==> config.mk <==
export PLATFORM = sky130hd
export DESIGN_NAME = wp_seq_detect
export DESIGN_NICKNAME = d
export VERILOG_FILES = /design/src/rtl/wp_seq_detect.sv
export SDC_FILE = /design/constraint.sdc
export NUM_CORES = 1
export LEC_CHECK = 0
export BUFFER_PORTS_ARGS = -buffer_cell sky130_fd_sc_hd__buf_2
export CORE_MARGIN = 1.5
export CORE_UTILIZATION = 45
export DETAILED_ROUTE_END_ITERATION = 8
export PLACE_DENSITY = 0.7
export SLEW_MARGIN = 20
export SYNTH_ARGS = -nofsm -noshare
export SYNTH_HDL_FRONTEND = slang
export SYNTH_SLANG_ARGS = --single-unit
==> constraint.sdc <==
create_clock -name clk -period 2.6 [get_ports clk]
set_input_delay 0.52 -clock clk [delete_from_list [all_inputs] [get_ports clk]]
set_output_delay 0.52 -clock clk [all_outputs]
set_load 0.02 [all_outputs]
==> src/rtl/wp_seq_detect.sv <==
module wp_seq_detect #(
  parameter int ADDR_W     = 17,
  parameter int PAGE_BYTES = 128,
  parameter logic [ADDR_W-1:0] KEY_ADDR_A = ADDR_W'(17'h05555),
  parameter logic [ADDR_W-1:0] KEY_ADDR_B = ADDR_W'(17'h02AAA)
) (
  input  logic              clk,
  input  logic              rst_n,
  input  logic              wr_valid,
  input  logic [ADDR_W-1:0] wr_addr,
  input  logic [7:0]        wr_data,
  input  logic              period_end,
  output logic              wr_permit,
  output logic              cmd_byte,
  output logic              prot_on
);
  localparam int CW = $clog2(PAGE_BYTES + 1);
  localparam logic [CW-1:0] PAGE_MAX = CW'(PAGE_BYTES);

  typedef enum logic [2:0] {
    ST_IDLE, ST_K1, ST_K2, ST_O3, ST_O4, ST_O5
  } step_t;

  step_t         step, step_nx;
  logic          unlocked;
  logic          pend_vld, pend_val;
  logic [CW-1:0] loads;
  logic          hit, fin_on, fin_off, room;

  wire at_a = (wr_addr == KEY_ADDR_A);
  wire at_b = (wr_addr == KEY_ADDR_B);

  always_comb begin
    hit     = 1'b0;
    fin_on  = 1'b0;
    fin_off = 1'b0;
    step_nx = ST_IDLE;
    case (step)
      ST_IDLE: begin hit = at_a && wr_data == 8'hAA; step_nx = ST_K1; end
      ST_K1:   begin hit = at_b && wr_data == 8'h55; step_nx = ST_K2; end
      ST_K2: begin
        fin_on  = at_a && wr_data == 8'hA0;
        hit     = fin_on || (at_a && wr_data == 8'h80);
        step_nx = fin_on ? ST_IDLE : ST_O3;
      end
      ST_O3:   begin hit = at_a && wr_data == 8'hAA; step_nx = ST_O4; end
      ST_O4:   begin hit = at_b && wr_data == 8'h55; step_nx = ST_O5; end
      ST_O5: begin
        fin_off = at_a && wr_data == 8'h20;
        hit     = fin_off;
        step_nx = ST_IDLE;
      end
      default: ;
    endcase
  end

  assign room      = loads < PAGE_MAX;
  assign cmd_byte  = wr_valid && hit;
  assign wr_permit = wr_valid && !hit && room && (unlocked || !prot_on);

  always_ff @(posedge clk or negedge rst_n) begin
    if (!rst_n) begin
      step     <= ST_IDLE;
      unlocked <= 1'b0;
      pend_vld <= 1'b0;
      pend_val <= 1'b0;
      prot_on  <= 1'b0;
      loads    <= '0;
    end else if (period_end) begin
      if (pend_vld) prot_on <= pend_val;
      step     <= ST_IDLE;
      unlocked <= 1'b0;
      pend_vld <= 1'b0;
      loads    <= '0;
    end else if (wr_valid) begin
      if (hit) begin
        step <= step_nx;
        if (fin_on || fin_off) begin
          unlocked <= 1'b1;
          pend_vld <= 1'b1;
          pend_val <= fin_on;
        end
      end else begin
        step <= ST_IDLE;
        if (room) loads <= loads + 1'b1;
      end
    end
  end

  AST_CMD_NEVER_STORED: assert property (@(posedge clk) disable iff (!rst_n) cmd_byte |-> !wr_permit);
  AST_PROT_ONLY_AT_END: assert property (@(posedge clk) disable iff (!rst_n) !period_end |=> $stable(prot_on));
  AST_LOCKED_REFUSED: assert property (@(posedge clk) disable iff (!rst_n) (wr_valid && prot_on && !unlocked) |-> !wr_permit);
  AST_PAGE_BOUND: assert property (@(posedge clk) disable iff (!rst_n) loads <= PAGE_MAX);
  AST_END_DISARMS: assert property (@(posedge clk) disable iff (!rst_n) period_end |=> (!unlocked && step == ST_IDLE));
  AST_IDLE_QUIET: assert property (@(posedge clk) disable iff (!rst_n) !wr_valid |-> (!wr_permit && !cmd_byte));
endmodule

==> results.json, run 1 <==
{
  "htreeDepth": 1,
  "synth_top_family_by_area": "simple AND/OR/NAND/NOR gates",
  "powerDensity_nw_per_um2": 315,
  "synth_area_leader_cell": "dfrtp_1",
  "ant_nets": 0,
  "synthMuxAreaShare_pct": 8.76,
  "drc": 0,
  "finalHoldViolCount": 0,
  "leakage_nw": 0.613,
  "finalWirelength_mm": 2.92,
  "die_x_um": 54.3,
  "layout_setup_ws_ps": 12.6,
  "rsz0062_at_grt": "true",
  "period_share_pct": 99.5,
  "cp_num_buf_inv": 1,
  "grt_usage_pct": 23.3,
  "synth_area_um2": 1180,
  "start_util_pct": 47.8,
  "yosysMostFrequentCell": "dfrtp_1",
  "preCtsSetupSlack_ps": 90.3,
  "slowest_stage": "or4b_4",
  "die_height_um": 54.3,
  "endpoint_kind": "output pin",
  "fp.dieArea_um2": 2950,
  "placed_cells": 190,
  "dp_hpwl_mm": 2.27,
  "fin_crit_ps": 2590,
  "synthFlopType": "dfrtp_1",
  "syn_nets": 158,
  "gr-total-overflow": 0,
  "yosys_warnings": 0,
  "yosys.area_share.simple_pct": 42.6,
  "synth_edf_count": 0,
  "first_pass_iters": 4,
  "path_cells": "or4b_4 > nor4_2 > and4_1 > nor3b_2 > a21boi_2 > buf_4",
  "ir_worst_vdd_v": 0.000297,
  "antenna_found_initial": 0,
  "core_area_um2": 2480,
  "fp-row-count": 18,
  "root_buffer": "clkbuf_4",
  "synth_xor_area_share_pct": 1.48,
  "ys_async_sr_fraction_pct": 100,
  "synth_area_leaders": "dfrtp_1, mux2_1, nor2b_1",
  "ys_seq_area_share_pct": 29.6,
  "worstMarginPinSlew_ps": 393,
  "grt_pass1_vias": 1098,
  "critical_path_class": "register to output pin",
  "synthTopCellsByCount": "dfrtp_1, nand2_1, nor2_1",
  "setup_violations": 0,
  "routed_via_density": 6.06,
  "cts_buffers": 3,
  "critPathLaunchType": "register",
  "fillCellCount": 229,
  "clkSlewWorstSetupHoldPaths_ps": 90,
  "grt_max_degree": 21,
  "cp_data_arrival_time_ps": 2070,
  "synth_compound_area_share_pct": 12.0,
  "netlist.area_leader.share_pct": 29.6,
  "wl_per_cell_um": 14.9,
  "critPathMaxFanout": 4,
  "synth_cell_type_count": 44,
  "clk_latency_ps": 290,
  "place.gp.congestion": 0.946,
  "slew_headroom_pct": 73.4,
  "drive_gt1_share_pct": 36.7,
  "routed-via-count": 1187,
  "synthAdderAreaFrac_pct": 1.06,
  "synthCells": 128,
  "maxCapViolCount": 0,
  "antenna_cells": 0,
  "cts.sinks": 14,
  "grt_pass1_wl_mm": 4.94,
  "synth-seq-cells": 14,
  "outcome": "completed",
  "cp_top_family": "simple AND/OR/NAND/NOR gates",
  "io_pins": 32,
  "hold_path.class": "primary input to asynchronous set/reset pin",
  "clockBufferDepth": 2,
  "drt_iter0_drc": 24,
  "clock_skew_ps": 6.14,
  "cpPeakStageDelay_ps": 490,
  "nets": 197,
  "io_buffers": 31,
  "cts_tree": "done",
  "drv_slew": 0,
  "final_cells": 196,
  "timing.fmax_mhz": 386,
  "area_growth_pct": 24.3,
  "crit_required_ps": 2080,
  "syn-mean-instance-area_um2": 9.26
}
[layout by cell type, fill, tap and decap left out, drive strengths merged, types with 5 or more instances in the layout]
| master | count |
|---|---|
| nor3 | 5 |
| nand4 | 8 |
| nor4 | 7 |
| nand2 | 10 |
| mux2 | 8 |
| nor2 | 11 |
| dfrtp | 14 |
| nor2b | 9 |
| buf | 40 |
[stage by stage]
step	power [mW]	hold WS [ps]	util [%]	cell area (µm²)	setup TNS, ps
finish	0.464	114	59.4	1470	0
global route	0.486	138	59.4	1470	-41.6
detailed placement	0.308	435	56.2	1390	0
floorplan	0.263	224	-	1180	0
global placement	0.306	432	56.2	1390	0
CTS	0.468	117	58.0	1440	0
[timing repair]
item / 4_1_cts / 5_1_grt
buffers inserted: 1 / 1
hold endpoints to repair: 0 / 0
setup endpoints to repair: 1 / 1
resized for setup: 1 / 8
pin swaps: 1 / 5
cloned: 0 / 0
hold buffers: 0 / 0
[layer usage]
metal  share of wire [%]  global-route usage (%)
met5                   0                       0
met4                0.38                    6.25
met3                 5.3                    6.83
met2                  48                    37.3
met1                  46                    30.4
[flip-flops by register name (all words and copies together) (netlist names)]
signal and flops:
step 3, loads 8, pend_vld 1, pend_val 1
prot_on 1
[report_power, final]
part	internal (mW)	leakage, nW	switching, mW
Combinational	0.0383	0.401	0.0436
Clock	0.0853	0.0210	0.0727
Sequential	0.220	0.191	0.00372
Total	0.344	0.613	0.120
[worst reg2reg max path: stages (launching register included)]
cell      delay (ps)
dfrtp_2          460
and4bb_2         290
a22oi_2          280
a211oi_4         110
buf_4            170
nor4_1           350
mux2_1           360
[layout make-up]
type	instances	area, µm²	area share (%)
Timing Repair Buffer	40	229	15.5
Tap cell	30	37.5	2.55
Multi-Input combinational cell	104	802	54.5
Sequential cell	14	353	24.0
Inverter	4	15.0	1.02
Clock buffer	4	36.3	2.46
[logic make-up after synthesis]
group                      count (synthesis)
and+or+nand+nor                           78
DFF                                       14
buffers and inverters                     10
AOI/OAI and AO/OA                         14
xor gates and xnor gates                   2
muxes                                      9
adders and majority gates                  1
[final timing paths]
| kind | start | endpoint | slack, ps | depth (start not counted) |
|---|---|---|---|---|
| max reg2reg | step[0] | loads[4] | 470 | 6 |
| min in group clk | pend_vld | pend_vld | 530 | 1 |
| max in group asynchronous | rst_n | step[1] | 2220 | 1 |
| min | rst_n | loads[5] | 110 | 1 |
| min reg2reg | pend_vld | pend_vld | 530 | 1 |
| max | step[1] | wr_permit | 10 | 6 |
(Power assumes the default switching activity.)
==> run 2: changes to the inputs <==
--- a/config.mk
+++ b/config.mk
@@ -8,8 +8,10 @@
 export BUFFER_PORTS_ARGS = -buffer_cell sky130_fd_sc_hd__buf_2
 export CORE_MARGIN = 1.5
 export CORE_UTILIZATION = 45
+export CTS_BUF_LIST = sky130_fd_sc_hd__clkbuf_8
 export DETAILED_ROUTE_END_ITERATION = 8
 export PLACE_DENSITY = 0.7
+export RECOVER_POWER = 25
 export SLEW_MARGIN = 20
 export SYNTH_ARGS = -nofsm -noshare
 export SYNTH_HDL_FRONTEND = slang
==> run 2 against run 1 <==
Sequential power barely moved. Wire length barely moved. Register-to-register slack improved by 20 ps. Critical path depth did not move. Count of clock-buffer cells in the layout did not move. Cell area did not move. Critical endpoint unchanged. Total power rose by 12%.
==> results.json, run 2 (same netlist as run 1, synthesis figures left out) <==
{
  "antenna_cells": 0,
  "outcome": "completed",
  "start_util_pct": 47.8,
  "drc": 0,
  "multi_input_comb_area_um2": 791,
  "grt_pass1_wl_mm": 4.95,
  "routed-via-count": 1175,
  "place.gp.congestion": 0.946,
  "drt_iter0_drc": 33,
  "first_pass_iters": 4,
  "drv_slew": 0,
  "slew_headroom_pct": 46.5,
  "timing.fmax_mhz": 391,
  "worstMarginPinSlew_ps": 802,
  "layout_setup_ws_ps": 42.1,
  "clock_power_share_pct": 41.1,
  "critPathLaunchType": "register",
  "slowest_stage": "or4b_4",
  "nets": 197,
  "crit_required_ps": 2080,
  "clkSlewWorstSetupHoldPaths_ps": 60,
  "dp_hpwl_mm": 2.27,
  "routed_via_density": 5.99,
  "path_cells": "or4b_4 > nor4_2 > and4_1 > nor3b_2 > a21boi_0 > buf_2",
  "cts_hold_repair.buffers": 0,
  "endpoint_kind": "output pin",
  "cts_tree": "done",
  "layout_common_cells": "buf_2, dfrtp_1, nor2_1, nand2_1",
  "die_x_um": 54.3,
  "combinationalPowerShare_pct": 15.6,
  "antenna_found_initial": 0,
  "powerDensity_nw_per_um2": 352,
  "period_share_pct": 98.4,
  "clockBufferDepth": 2,
  "htreeDepth": 1,
  "grt_pass1_vias": 1088,
  "final_common_cell": "buf_2",
  "area_growth_pct": 24.3,
  "largest_register": "loads",
  "ir_worst_vdd_v": 0.000412,
  "clk_latency_ps": 250,
  "clock_skew_ps": 4.21,
  "fillCellCount": 224,
  "grt_max_degree": 21,
  "fin_crit_ps": 2560,
  "preCtsSetupSlack_ps": 90.3,
  "cpPeakStageDelay_ps": 490,
  "drive_gt1_share_pct": 34.9,
  "wl_per_cell_um": 14.9,
  "cts_buffers": 3,
  "p_seq_share_pct": 43.3,
  "grt_usage_pct": 23.4,
  "ant_nets": 0,
  "root_buffer": "clkbuf_8",
  "finish.utilization_pct": 59.4,
  "critical_path_class": "register to output pin",
  "reg_top3": "loads x8, step x3",
  "power_mw": 0.518,
  "fp.dieArea_um2": 2950,
  "maxCapViolCount": 0,
  "core_area_um2": 2480,
  "internal_power_mw": 0.392,
  "cts.sinks": 14,
  "io_pins": 32,
  "io_buffers": 31,
  "switchingPower_mw": 0.126,
  "setup_violations": 0,
  "leakage_nw": 0.615,
  "die_height_um": 54.3,
  "largest_reg_flops": 8,
  "setup_tns_ps": 0,
  "cp_data_arrival_time_ps": 2040,
  "hold_path.class": "primary input to asynchronous set/reset pin",
  "fp-row-count": 18,
  "regArea_um2": 353,
  "gr-total-overflow": 0,
  "swShare_pct": 24.3,
  "finalWirelength_mm": 2.92,
  "finalHoldViolCount": 0,
  "critPathMaxFanout": 5
}
[run 2: layer usage]
layer / global-route usage, % / up-vias / part of all wire [%]
met4: 6.25 / 0 / 1.1
li1: - / 570 / -
met3: 6.28 / 9 / 4.3
met5: 0 / - / 0
met2: 37.6 / 25 / 47
met1: 30.9 / 571 / 48
[run 2: final cells by class]
| type | instances | area share, % |
|---|---|---|
| flip-flops and latches | 14 | 24.0 |
| clock buffers | 4 | 3.74 |
| multi-input cells | 104 | 53.7 |
| inverters | 4 | 1.02 |
| well taps | 30 | 2.55 |
| repair buffers | 40 | 15.0 |
[run 2: timing repair]
action,4_1_cts,5_1_grt
endpoints found under the setup margin,0,1
buffers inserted,0,2
resized for setup,0,4
[run 2: path summary, 6_finish.rpt]
path	startpoint	to	slack, ps	cells past startpoint
min in group clk	pend_val	pend_val	530	1
worst max-delay path	step[1]	wr_permit	40	6
max in group asynchronous	rst_n	step[1]	1710	1
worst max register to register	step[1]	loads[4]	490	6
worst min-delay path	rst_n	loads[5]	330	1
worst min register to register	pend_val	pend_val	530	1
[run 2: power by group through the flow]
stage	registers, mW	clock network, mW	logic, mW
3_5_place_dp	0.228	0	0.0792
2_1_floorplan	0.228	0	0.0359
6_report	0.225	0.213	0.0807
5_1_grt	0.225	0.227	0.0895
4_1_cts	0.225	0.220	0.0793
3_3_place_gp	0.228	0	0.0774
[run 2: critical path: cells and delay by family, from the launching register on]
family	cells	cell delay, ps
buf+inv	1	160
simple gates	4	1070
compound gates	1	120
flops	1	440
[run 2: through the flow]
step / area, µm² / hold WS (ps) / instances
after global routing: 1470 / 410 / 196
after detailed placement: 1390 / 435 / 190
final: 1470 / 330 / 196
after floorplan: 1180 / 224 / 128
after global placement: 1390 / 432 / 190
after CTS: 1450 / 164 / 194
==> run 3: changes to the inputs <==
--- a/config.mk
+++ b/config.mk
@@ -8,7 +8,6 @@
 export BUFFER_PORTS_ARGS = -buffer_cell sky130_fd_sc_hd__buf_2
 export CORE_MARGIN = 1.5
 export CORE_UTILIZATION = 45
-export CTS_BUF_LIST = sky130_fd_sc_hd__clkbuf_8
 export DETAILED_ROUTE_END_ITERATION = 8
 export PLACE_DENSITY = 0.7
 export RECOVER_POWER = 25
==> run 3 against run 2 <==
Clock power shrank 26%. Final cell count is the same. Non-clock buffer count is the same. Critical path depth is the same. Via count grew 1.0%. Sequential share of layout area is essentially flat. Wire length shrank 0.24%. Clock skew grew 1.9 ps. Combinational power grew 1%. Worst hold slack lost 56 ps. Critical endpoint unchanged. Largest power group unchanged.
==> results.json, run 3 (same netlist as run 1, synthesis figures left out) <==
{
  "outcome": "completed",
  "setup_violations": 0,
  "layout_setup_ws_ps": 12.2,
  "core_area_um2": 2480,
  "design_area_um2": 1470,
  "fp-row-count": 18,
  "preCtsSetupSlack_ps": 90.3,
  "crit_required_ps": 2080,
  "nets": 197,
  "worstMarginPinSlew_ps": 772,
  "first_pass_iters": 4,
  "grt_pass1_vias": 1098,
  "cp_data_arrival_time_ps": 2070,
  "ir_worst_vdd_v": 0.000297,
  "clock_power_share_pct": 34.1,
  "timing.rr.start": "step[0]",
  "layout_common_cells": "buf_2, dfrtp_1, nor2_1, nand2_1",
  "reg_top3": "loads x8, step x3",
  "antenna_cells": 0,
  "powerDensity_nw_per_um2": 315,
  "finalHoldViolCount": 0,
  "area_growth_pct": 24.2,
  "cpPeakStageDelay_ps": 490,
  "rsz0062_at_grt": "true",
  "final_cells": 196,
  "die_height_um": 54.3,
  "gr-total-overflow": 0,
  "hold_path.class": "primary input to asynchronous set/reset pin",
  "fin_crit_ps": 2590,
  "start_util_pct": 47.8,
  "cts.sinks": 14,
  "internal_power_mw": 0.344,
  "cts_tree": "done",
  "clock_skew_ps": 6.14,
  "critPathMaxFanout": 4,
  "regToRegSetupSlack_ps": 470,
  "io_buffers": 31,
  "wl_per_cell_um": 14.9,
  "cts_buffers": 3,
  "fp.dieArea_um2": 2950,
  "maxCapViolCount": 0,
  "hold_slack_ps": 274,
  "routed-via-count": 1187,
  "dp_hpwl_mm": 2.27,
  "slowest_stage": "or4b_4",
  "htreeDepth": 1,
  "clk_latency_ps": 290,
  "largest_reg_flops": 8,
  "path_cells": "or4b_4 > nor4_2 > and4_1 > nor3b_2 > a21boi_2 > buf_4",
  "antenna_found_initial": 0,
  "drv_slew": 0,
  "drc": 0,
  "drt_iter0_drc": 24,
  "place.gp.congestion": 0.946,
  "final_common_cell": "buf_2",
  "endpoint_kind": "output pin",
  "leakage_nw": 0.610,
  "worstRegToRegCells": 6,
  "swShare_pct": 25.9,
  "largest_register": "loads",
  "root_buffer": "clkbuf_4",
  "grt_usage_pct": 23.3,
  "placed_cells": 190,
  "p_seq_share_pct": 48.3,
  "switchingPower_mw": 0.120,
  "timing.fmax_mhz": 386,
  "cts_hold_repair.buffers": 0,
  "finalWirelength_mm": 2.91,
  "combinationalPowerShare_pct": 17.6,
  "critical_path_class": "register to output pin",
  "drive_gt1_share_pct": 36.1,
  "die_x_um": 54.3,
  "dpl_cell_area_um2": 1390,
  "routed_via_density": 6.06,
  "ant_nets": 0,
  "clkSlewWorstSetupHoldPaths_ps": 90,
  "clockBufferDepth": 2,
  "io_pins": 32,
  "slew_headroom_pct": 48.5,
  "grt_max_degree": 21,
  "grt_pass1_wl_mm": 4.94,
  "r2r-end": "loads[4]",
  "period_share_pct": 99.5,
  "critPathLaunchType": "register"
}
## run 3: cell counts in the layout (fill, tap and decap cells not counted)
Identical to the previous run, type by type.
## run 3: layout make-up
class	count	area [µm²]
clock buffers	4	36.3
inverters	4	15.0
repair buffers	40	228
flip-flops and latches	14	353
multi-input cells	104	802
fillers	230	1010
well taps	30	37.5
## run 3: power groups by stage
stage          logic (mW)  registers [mW]  clock network (mW)
3_3_place_gp       0.0774           0.228                   0
2_1_floorplan      0.0359           0.228                   0
5_1_grt            0.0905           0.225               0.171
3_5_place_dp       0.0792           0.228                   0
6_report           0.0816           0.224               0.158
4_1_cts            0.0793           0.224               0.164
## run 3: worst max path at each step
| stage | cells after the start | endpoint | slack, ps | start |
|---|---|---|---|---|
| global placement | 7 | wr_permit | 80 | wr_addr[0] |
| finish | 6 | wr_permit | 10 | step[1] |
| floorplan | 5 | wr_permit | 130 | wr_data[7] |
| detailed placement | 7 | wr_permit | 90 | wr_data[7] |
| global route | 6 | wr_permit | -40 | step[1] |
| CTS | 6 | wr_permit | 7 | step[1] |
## run 3: stage by stage
stage                     setup TNS [ps]  power, mW  util [%]
after floorplan                        0      0.263         -
after global placement                 0      0.306      56.2
after detailed placement               0      0.308      56.2
after CTS                              0      0.468      58.0
after global routing               -41.6      0.486      59.4
final                                  0      0.464      59.4
## run 3: critical path: cells and delay by family, from the launching register on
family / cells / cell delay (ps)
simple gates: 4 / 1030
flops: 1 / 440
compound gates: 1 / 160
buf+inv: 1 / 150
## run 3: routing by layer
layer | wire length (µm) | up-vias | part of all wire [%] | global-route usage [%]
met1 | 1350 | 577 | 46 | 30.4
li1 | - | 577 | - | -
met5 | 0 | - | 0 | 0
met2 | 1410 | 30 | 48 | 37.3
met4 | 11 | 0 | 0.38 | 6.25
met3 | 146 | 3 | 5.0 | 6.83
## run 3: repair_timing
item / in CTS / in global routing
gates cloned: 0 / 0
resized for setup: 1 / 8
setup buffers: 1 / 1
setup endpoints to repair: 1 / 1
pin swaps: 1 / 5
